===== src/rtl/pxc_pkg.sv =====
package pxc_pkg;
  localparam int CH_OUT_W = 8;
  localparam int WID_W    = 4;
  localparam int OFS_W    = 5;
  localparam int ADDR_W   = 2;
  localparam int NUM_CH   = 3;
  localparam int CH_B     = 0;
  localparam int CH_G     = 1;
  localparam int CH_R     = 2;

  // bit positions inside a select register word
  localparam int DFLT_LSB = 16;
  localparam int WID_LSB  = 8;
  localparam int OFS_LSB  = 0;
  // lowest bit of the bytes-per-pixel-minus-one field
  localparam int FMT_LSB  = 3;

  typedef struct packed {
    logic [CH_OUT_W-1:0] dflt;
    logic [WID_W-1:0]    width;
    logic [OFS_W-1:0]    ofs;
  } chan_sel_t;

  typedef enum logic [ADDR_W-1:0] {
    ADDR_FMT   = 2'd0,
    ADDR_SEL_B = 2'd1,
    ADDR_SEL_G = 2'd2,
    ADDR_SEL_R = 2'd3
  } cfg_addr_e;
endpackage


===== src/rtl/pxc_cfg_regs.sv =====
module pxc_cfg_regs
  import pxc_pkg::*;
#(
  parameter int CFG_W = 32,
  parameter int BPP_W = 2
) (
  input  logic              clk,
  input  logic              rst_n,
  input  logic              we,
  input  logic [ADDR_W-1:0] addr,
  input  logic [CFG_W-1:0]  wdata,
  output logic [BPP_W-1:0]  bpp_m1,
  output chan_sel_t         sel_q [NUM_CH]
);
  logic unused_wdata_bits;
  assign unused_wdata_bits = ^wdata;

  always_ff @(posedge clk or negedge rst_n) begin
    if (!rst_n) begin
      bpp_m1 <= '1;
    end else if (we && addr == ADDR_FMT) begin
      bpp_m1 <= wdata[FMT_LSB +: BPP_W];
    end
  end

  for (genvar ch = 0; ch < NUM_CH; ch++) begin : g_sel
    localparam logic [ADDR_W-1:0] MY_ADDR = ADDR_W'(ADDR_SEL_B + ch);
    always_ff @(posedge clk or negedge rst_n) begin
      if (!rst_n) begin
        sel_q[ch] <= '0;
      end else if (we && addr == MY_ADDR) begin
        sel_q[ch].dflt  <= wdata[DFLT_LSB +: CH_OUT_W];
        sel_q[ch].width <= wdata[WID_LSB +: WID_W];
        sel_q[ch].ofs   <= wdata[OFS_LSB +: OFS_W];
      end
    end
  end
endmodule


===== src/rtl/pxc_byte_mask.sv =====
module pxc_byte_mask #(
  parameter int PIX_W = 32,
  parameter int BPP_W = 2
) (
  input  logic [PIX_W-1:0] pix_in,
  input  logic [BPP_W-1:0] bpp_m1,
  output logic [PIX_W-1:0] pix_out
);
  localparam int NBYTES = PIX_W / 8;

  for (genvar b = 0; b < NBYTES; b++) begin : g_byte
    localparam logic [BPP_W-1:0] IDX = BPP_W'(b);
    assign pix_out[b*8 +: 8] = (IDX <= bpp_m1) ? pix_in[b*8 +: 8] : 8'h00;
  end
endmodule


===== src/rtl/pxc_chan_extract.sv =====
module pxc_chan_extract
  import pxc_pkg::*;
#(
  parameter int PIX_W = 32
) (
  input  logic [PIX_W-1:0]    pix,
  input  chan_sel_t           sel,
  input  logic                blank,
  output logic [CH_OUT_W-1:0] val
);
  localparam int MASK_W = CH_OUT_W + 1;
  localparam int IDX_W  = $clog2(CH_OUT_W);

  logic [PIX_W-1:0]    shifted;
  logic [WID_W-1:0]    w_eff;
  logic [MASK_W-1:0]   mask_wide;
  logic [CH_OUT_W-1:0] field;
  logic [CH_OUT_W-1:0] rep;
  logic [IDX_W-1:0]    rep_idx;

  assign shifted   = pix >> sel.ofs;
  assign w_eff     = (sel.width > WID_W'(CH_OUT_W)) ? WID_W'(CH_OUT_W) : sel.width;
  assign mask_wide = (MASK_W'(1) << w_eff) - MASK_W'(1);
  assign field     = shifted[CH_OUT_W-1:0] & mask_wide[CH_OUT_W-1:0];

  // walk the field from its top bit downward, wrapping at the bottom
  always_comb begin
    rep     = '0;
    rep_idx = IDX_W'(w_eff - WID_W'(1));
    for (int k = 0; k < CH_OUT_W; k++) begin
      rep[CH_OUT_W-1-k] = field[rep_idx];
      if (rep_idx == '0) rep_idx = IDX_W'(w_eff - WID_W'(1));
      else               rep_idx = rep_idx - IDX_W'(1);
    end
  end

  assign val = (blank || sel.width == '0) ? sel.dflt : rep;
endmodule


===== src/rtl/pxc_out_stage.sv =====
module pxc_out_stage #(
  parameter int DATA_W = 24
) (
  input  logic              clk,
  input  logic              rst_n,
  input  logic              in_valid,
  output logic              in_ready,
  input  logic [DATA_W-1:0] in_data,
  output logic              out_valid,
  input  logic              out_ready,
  output logic [DATA_W-1:0] out_data
);
  logic take;
  assign in_ready = !out_valid || out_ready;
  assign take     = in_valid && in_ready;

  always_ff @(posedge clk or negedge rst_n) begin
    if (!rst_n) begin
      out_valid <= 1'b0;
      out_data  <= '0;
    end else begin
      if (take) begin
        out_valid <= 1'b1;
        out_data  <= in_data;
      end else if (out_ready) begin
        out_valid <= 1'b0;
      end
    end
  end
endmodule


===== src/rtl/pixel_comp_extract.sv =====
module pixel_comp_extract
  import pxc_pkg::*;
#(
  parameter int PIX_W = 32,
  parameter int CFG_W = 32
) (
  input  logic                clk,
  input  logic                rst_n,
  input  logic                cfg_we,
  input  logic [ADDR_W-1:0]   cfg_addr,
  input  logic [CFG_W-1:0]    cfg_wdata,
  input  logic [PIX_W-1:0]    pix_data,
  input  logic                pix_valid,
  output logic                pix_ready,
  input  logic                pix_visible,
  input  logic                pix_underrun,
  output logic                rgb_valid,
  input  logic                rgb_ready,
  output logic [CH_OUT_W-1:0] rgb_r,
  output logic [CH_OUT_W-1:0] rgb_g,
  output logic [CH_OUT_W-1:0] rgb_b
);
  localparam int NBYTES = PIX_W / 8;
  localparam int BPP_W  = (NBYTES > 1) ? $clog2(NBYTES) : 1;
  localparam int RGB_W  = NUM_CH * CH_OUT_W;

  logic [BPP_W-1:0]    bpp_m1;
  chan_sel_t           sel_q [NUM_CH];
  logic [PIX_W-1:0]    pix_masked;
  logic                blank;
  logic [CH_OUT_W-1:0] ch_val [NUM_CH];
  logic [RGB_W-1:0]    rgb_next;
  logic [RGB_W-1:0]    rgb_q;

  pxc_cfg_regs #(.CFG_W(CFG_W), .BPP_W(BPP_W)) u_cfg (
    .clk    (clk),
    .rst_n  (rst_n),
    .we     (cfg_we),
    .addr   (cfg_addr),
    .wdata  (cfg_wdata),
    .bpp_m1 (bpp_m1),
    .sel_q  (sel_q)
  );

  pxc_byte_mask #(.PIX_W(PIX_W), .BPP_W(BPP_W)) u_mask (
    .pix_in  (pix_data),
    .bpp_m1  (bpp_m1),
    .pix_out (pix_masked)
  );

  assign blank = !pix_visible || pix_underrun;

  for (genvar ch = 0; ch < NUM_CH; ch++) begin : g_chan
    pxc_chan_extract #(.PIX_W(PIX_W)) u_ext (
      .pix   (pix_masked),
      .sel   (sel_q[ch]),
      .blank (blank),
      .val   (ch_val[ch])
    );
    assign rgb_next[ch*CH_OUT_W +: CH_OUT_W] = ch_val[ch];
  end

  pxc_out_stage #(.DATA_W(RGB_W)) u_out (
    .clk       (clk),
    .rst_n     (rst_n),
    .in_valid  (pix_valid),
    .in_ready  (pix_ready),
    .in_data   (rgb_next),
    .out_valid (rgb_valid),
    .out_ready (rgb_ready),
    .out_data  (rgb_q)
  );

  assign rgb_b = rgb_q[CH_B*CH_OUT_W +: CH_OUT_W];
  assign rgb_g = rgb_q[CH_G*CH_OUT_W +: CH_OUT_W];
  assign rgb_r = rgb_q[CH_R*CH_OUT_W +: CH_OUT_W];
endmodule


===== config.mk =====
export PLATFORM = sky130hd
export DESIGN_NAME = pixel_comp_extract
export DESIGN_NICKNAME = d
export VERILOG_FILES = /design/src/rtl/pxc_pkg.sv /design/src/rtl/pxc_cfg_regs.sv /design/src/rtl/pxc_byte_mask.sv /design/src/rtl/pxc_chan_extract.sv /design/src/rtl/pxc_out_stage.sv /design/src/rtl/pixel_comp_extract.sv
export SDC_FILE = /design/constraint.sdc
export NUM_CORES = 1
export LEC_CHECK = 0
export BUFFER_PORTS_ARGS = -buffer_cell sky130_fd_sc_hd__buf_2
export CORE_MARGIN = 4
export CORE_UTILIZATION = 55
export DETAILED_ROUTE_END_ITERATION = 12
export PLACE_DENSITY = 0.74
export SYNTH_ARGS = -nofsm -noshare
export SYNTH_HDL_FRONTEND = slang
export SYNTH_SLANG_ARGS = --single-unit

===== constraint.sdc =====
create_clock -name clk -period 7.77 [get_ports clk]
set_input_delay 1.1655 -clock clk [delete_from_list [all_inputs] [get_ports clk]]
set_output_delay 1.1655 -clock clk [all_outputs]
set_load 0.1 [all_outputs]

==> run_results.csv <==
group,metric,value,unit
die,ioPinCount,99,
timing,max_freq,137,MHz
worst_setup_path,cp-end-kind,"flop",
placed_design,place_area,0.0119,mm²
worst_hold_path,hold_path_depth,1,
cts,h-tree-depth,3,
timing,hold_viol_final,0,
logic_synthesis,seq_area_frac_synth,16.8,%
logic_synthesis,yosys_warnings,0,
cells_and_area,finalNetCount,1474,
cts,cts.reportedPaths.clkPinSlew,0.07,ns
logic_synthesis,synthesis.area,0.0116,mm²
cts,cts_repair_resize_count,0,
worst_setup_path,critPathBufInv,2,
cts,tritoncts,"done",
routing,num_vias,11800,
routing,viasPerCell,7.18,
worst_setup_path,max_stage_delay,0.62,ns
die,fp.dieArea,0.0236,mm²
die,die_h,153,µm
timing,setup_viol,0,
global_routing,grt_first_pass_wirelength,59600,µm
worst_setup_path,crit_path_frequent_cell,"ha_1",
logic_synthesis,synth_ff_type,"dfrtp_1",
logic_synthesis,synthAdderAreaFrac,4.19,%
logic_synthesis,synth_xor_area_share,1.94,%
die,rows,52,
worst_setup_path,critPathKind,"reg -> reg",
cells_and_area,final_layout_size_suffix_gt1_share,20.4,%
worst_hold_path,min_path_type,"reg -> reg",
worst_setup_path,startpoint_type,"flop",
routing,drtIter0Drc,1263,
timing,drv_slew,0,
die,die_w,153,µm
global_routing,grt_pass1_vias,11100,
logic_synthesis,synthSimpleGateAreaFrac,18.0,%
logic_synthesis,async_flop_share,100,%
timing,worst_pin_slew,1.14,ns
logic_synthesis,synth_nets,1492,
power,ir_drop,0.000171,V
timing,finalCritPeriodShare,93.7,%
routing,wl_per_cell,22.8,µm
logic_synthesis,synthMuxAreaShare,28.6,%
cells_and_area,final_cell_mix,"mux2i_1 (133), nor2_1 (102), nand2_1 (94)",
routing,routed_wl,37300,µm
routing,ant_nets,0,
worst_hold_path,hold_start,"u_out.out_data[23]",
worst_setup_path,r2r_start,"u_cfg.sel_q[5]",
worst_setup_path,critPathRequiredTime,7.98,ns
timing,max-slew-margin-rel,23.9,%
placed_design,gp_congestion,0.982,
global_routing,track_usage,30.4,%
logic_synthesis,synth.ff_latch_count,78,
worst_setup_path,slowest_stage,"or4b_1",
flow_run,max_cap_violations,0,
routing,drt-pass1-iter-count,6,
logic_synthesis,synth_cells,1380,
timing,worst_clock_skew,0.0141,ns
cts,clk_latency,0.34,ns
die,start_util,56.8,%
logic_synthesis,synth_edf_count,0,
cts,hold_buffers,0,
cells_and_area,area_growth,5.30,%
timing,tns,0,ns
worst_setup_path,r2r-end,"u_out.out_data[16]",
logic_synthesis,synth_cell_types,99,
global_routing,grt_antenna_before_repair,0,
worst_setup_path,cp_top_family,"simple AND/OR/NAND/NOR gates",
worst_setup_path,reg2regPathDepth,26,
status,outcome,"complete, no violations",
cts,postCtsSetupBuffers,0,
worst_setup_path,critPathMaxFanout,12,
logic_synthesis,avgSynthCellArea,8.43,µm²
timing,rsz0062_at_grt,"no",
placed_design,numPortBuffers,83,
power,powerDensity,317,mW/mm²
cts,clockBufferDepth,2,
logic_synthesis,synth_compound_area_share,24.1,%
timing,period_minus_slack,7.28,ns
cts,cts_made_buffers,9,
routing,drc,0,
cells_and_area,final_common_cell,"mux2i_1",
cts,cts-root-buf,"clkbuf_16",
power,p_leak,4.93,nW
die,core-area,0.0205,mm²
worst_hold_path,min_delay_worst_endpoint,"u_out.out_data[23]",
worst_setup_path,r2r_setup_slack,0.49,ns
cells_and_area,design_area,0.0123,mm²
placed_design,dp_hpwl,26500,µm
worst_setup_path,arrival,7.49,ns
logic_synthesis,synth_top_family_by_area,"multiplexers",
global_routing,grt_overflow,0,
global_routing,grt_max_degree,57,
cts,cts.sinks,78,
[cells in the mapped netlist, drive strengths merged (39+ instances only)]
cell / instances / area (µm²)
nand3: 47 / 235
buf: 41 / 249
ha: 39 / 488
clkbuf: 84 / 317
nand2: 94 / 353
mux2: 73 / 822
nor2: 104 / 400
o21ai: 61 / 313
inv: 42 / 158
mux2i: 133 / 1330
a21oi: 73 / 365
dfrtp: 76 / 1900
mux4: 52 / 1170
[cell families (layout without fill, tap and decap cells)]
logic type               count (synthesis)  after routing
adder cells (fa/ha/maj)                 39             39
flip-flops                              78             78
multiplexers                           258            258
XOR/XNOR                                24             24
AND/OR/NAND/NOR                        416            416
other                                    0              1
buffers and inverters                  174            161
AO/OA/AOI/OAI                          391            391
[metrics by stage]
stage               worst slack [ns]  hold slack [ns]  util [%]  power (mW)  instances
finish                         0.487            0.473      59.8        3.89       1638
global route                  0.0524            0.506      59.8        4.13       1637
CTS                            0.590            0.480      59.7        3.82       1637
detailed placement             0.631            0.465      58.2        3.38       1621
global placement               0.852            0.459      58.2        3.33       1621
floorplan                       1.27            0.471         -        2.84       1380
[layout make-up]
| class | instances | area (µm²) |
|---|---|---|
| clock buffers | 10 | 229 |
| inverters | 49 | 184 |
| diodes | 1 | 2.50 |
| fillers | 1816 | 8240 |
| multi-input cells | 1128 | 8960 |
| flip-flops and latches | 78 | 1960 |
| repair buffers | 96 | 515 |
| well taps | 270 | 338 |
| clock inverters | 6 | 68.8 |
[where the power goes]
group          switching, mW  internal [mW]  total, mW
registers              0.204          0.498      0.702
logic                   1.69           1.07       2.76
clock network          0.176          0.251      0.428
[how the worst max path moves through the flow]
stage	start	end	slack, ns	depth (start not counted)
floorplan	u_cfg.sel_q[5]	u_out.out_data[16]	1.27	30
global placement	u_cfg.sel_q[8]	u_out.out_data[16]	0.85	26
detailed placement	u_cfg.sel_q[8]	u_out.out_data[16]	0.63	26
CTS	u_cfg.sel_q[5]	u_out.out_data[16]	0.59	26
global route	u_cfg.sel_q[5]	u_out.out_data[16]	0.05	26
finish	u_cfg.sel_q[5]	u_out.out_data[16]	0.49	26
[registers in the layout, summed over array words and instances, names as in the netlist]
name	cells
u_cfg.bpp_m1	2
u_cfg.sel_q	51
u_out.out_data	24
u_out.out_valid	1
[routing by layer]
metal  vias to the layer above  GRT usage [%]  routed length, µm
met1                      5662           41.4              14900
met3                       135           6.42               4010
met2                       676           48.2              17100
li1                       5291              -                  -
met4                         0           10.6               1320
met5                         -              0                  0
Note: power is estimated with default switching activity, not from simulation.
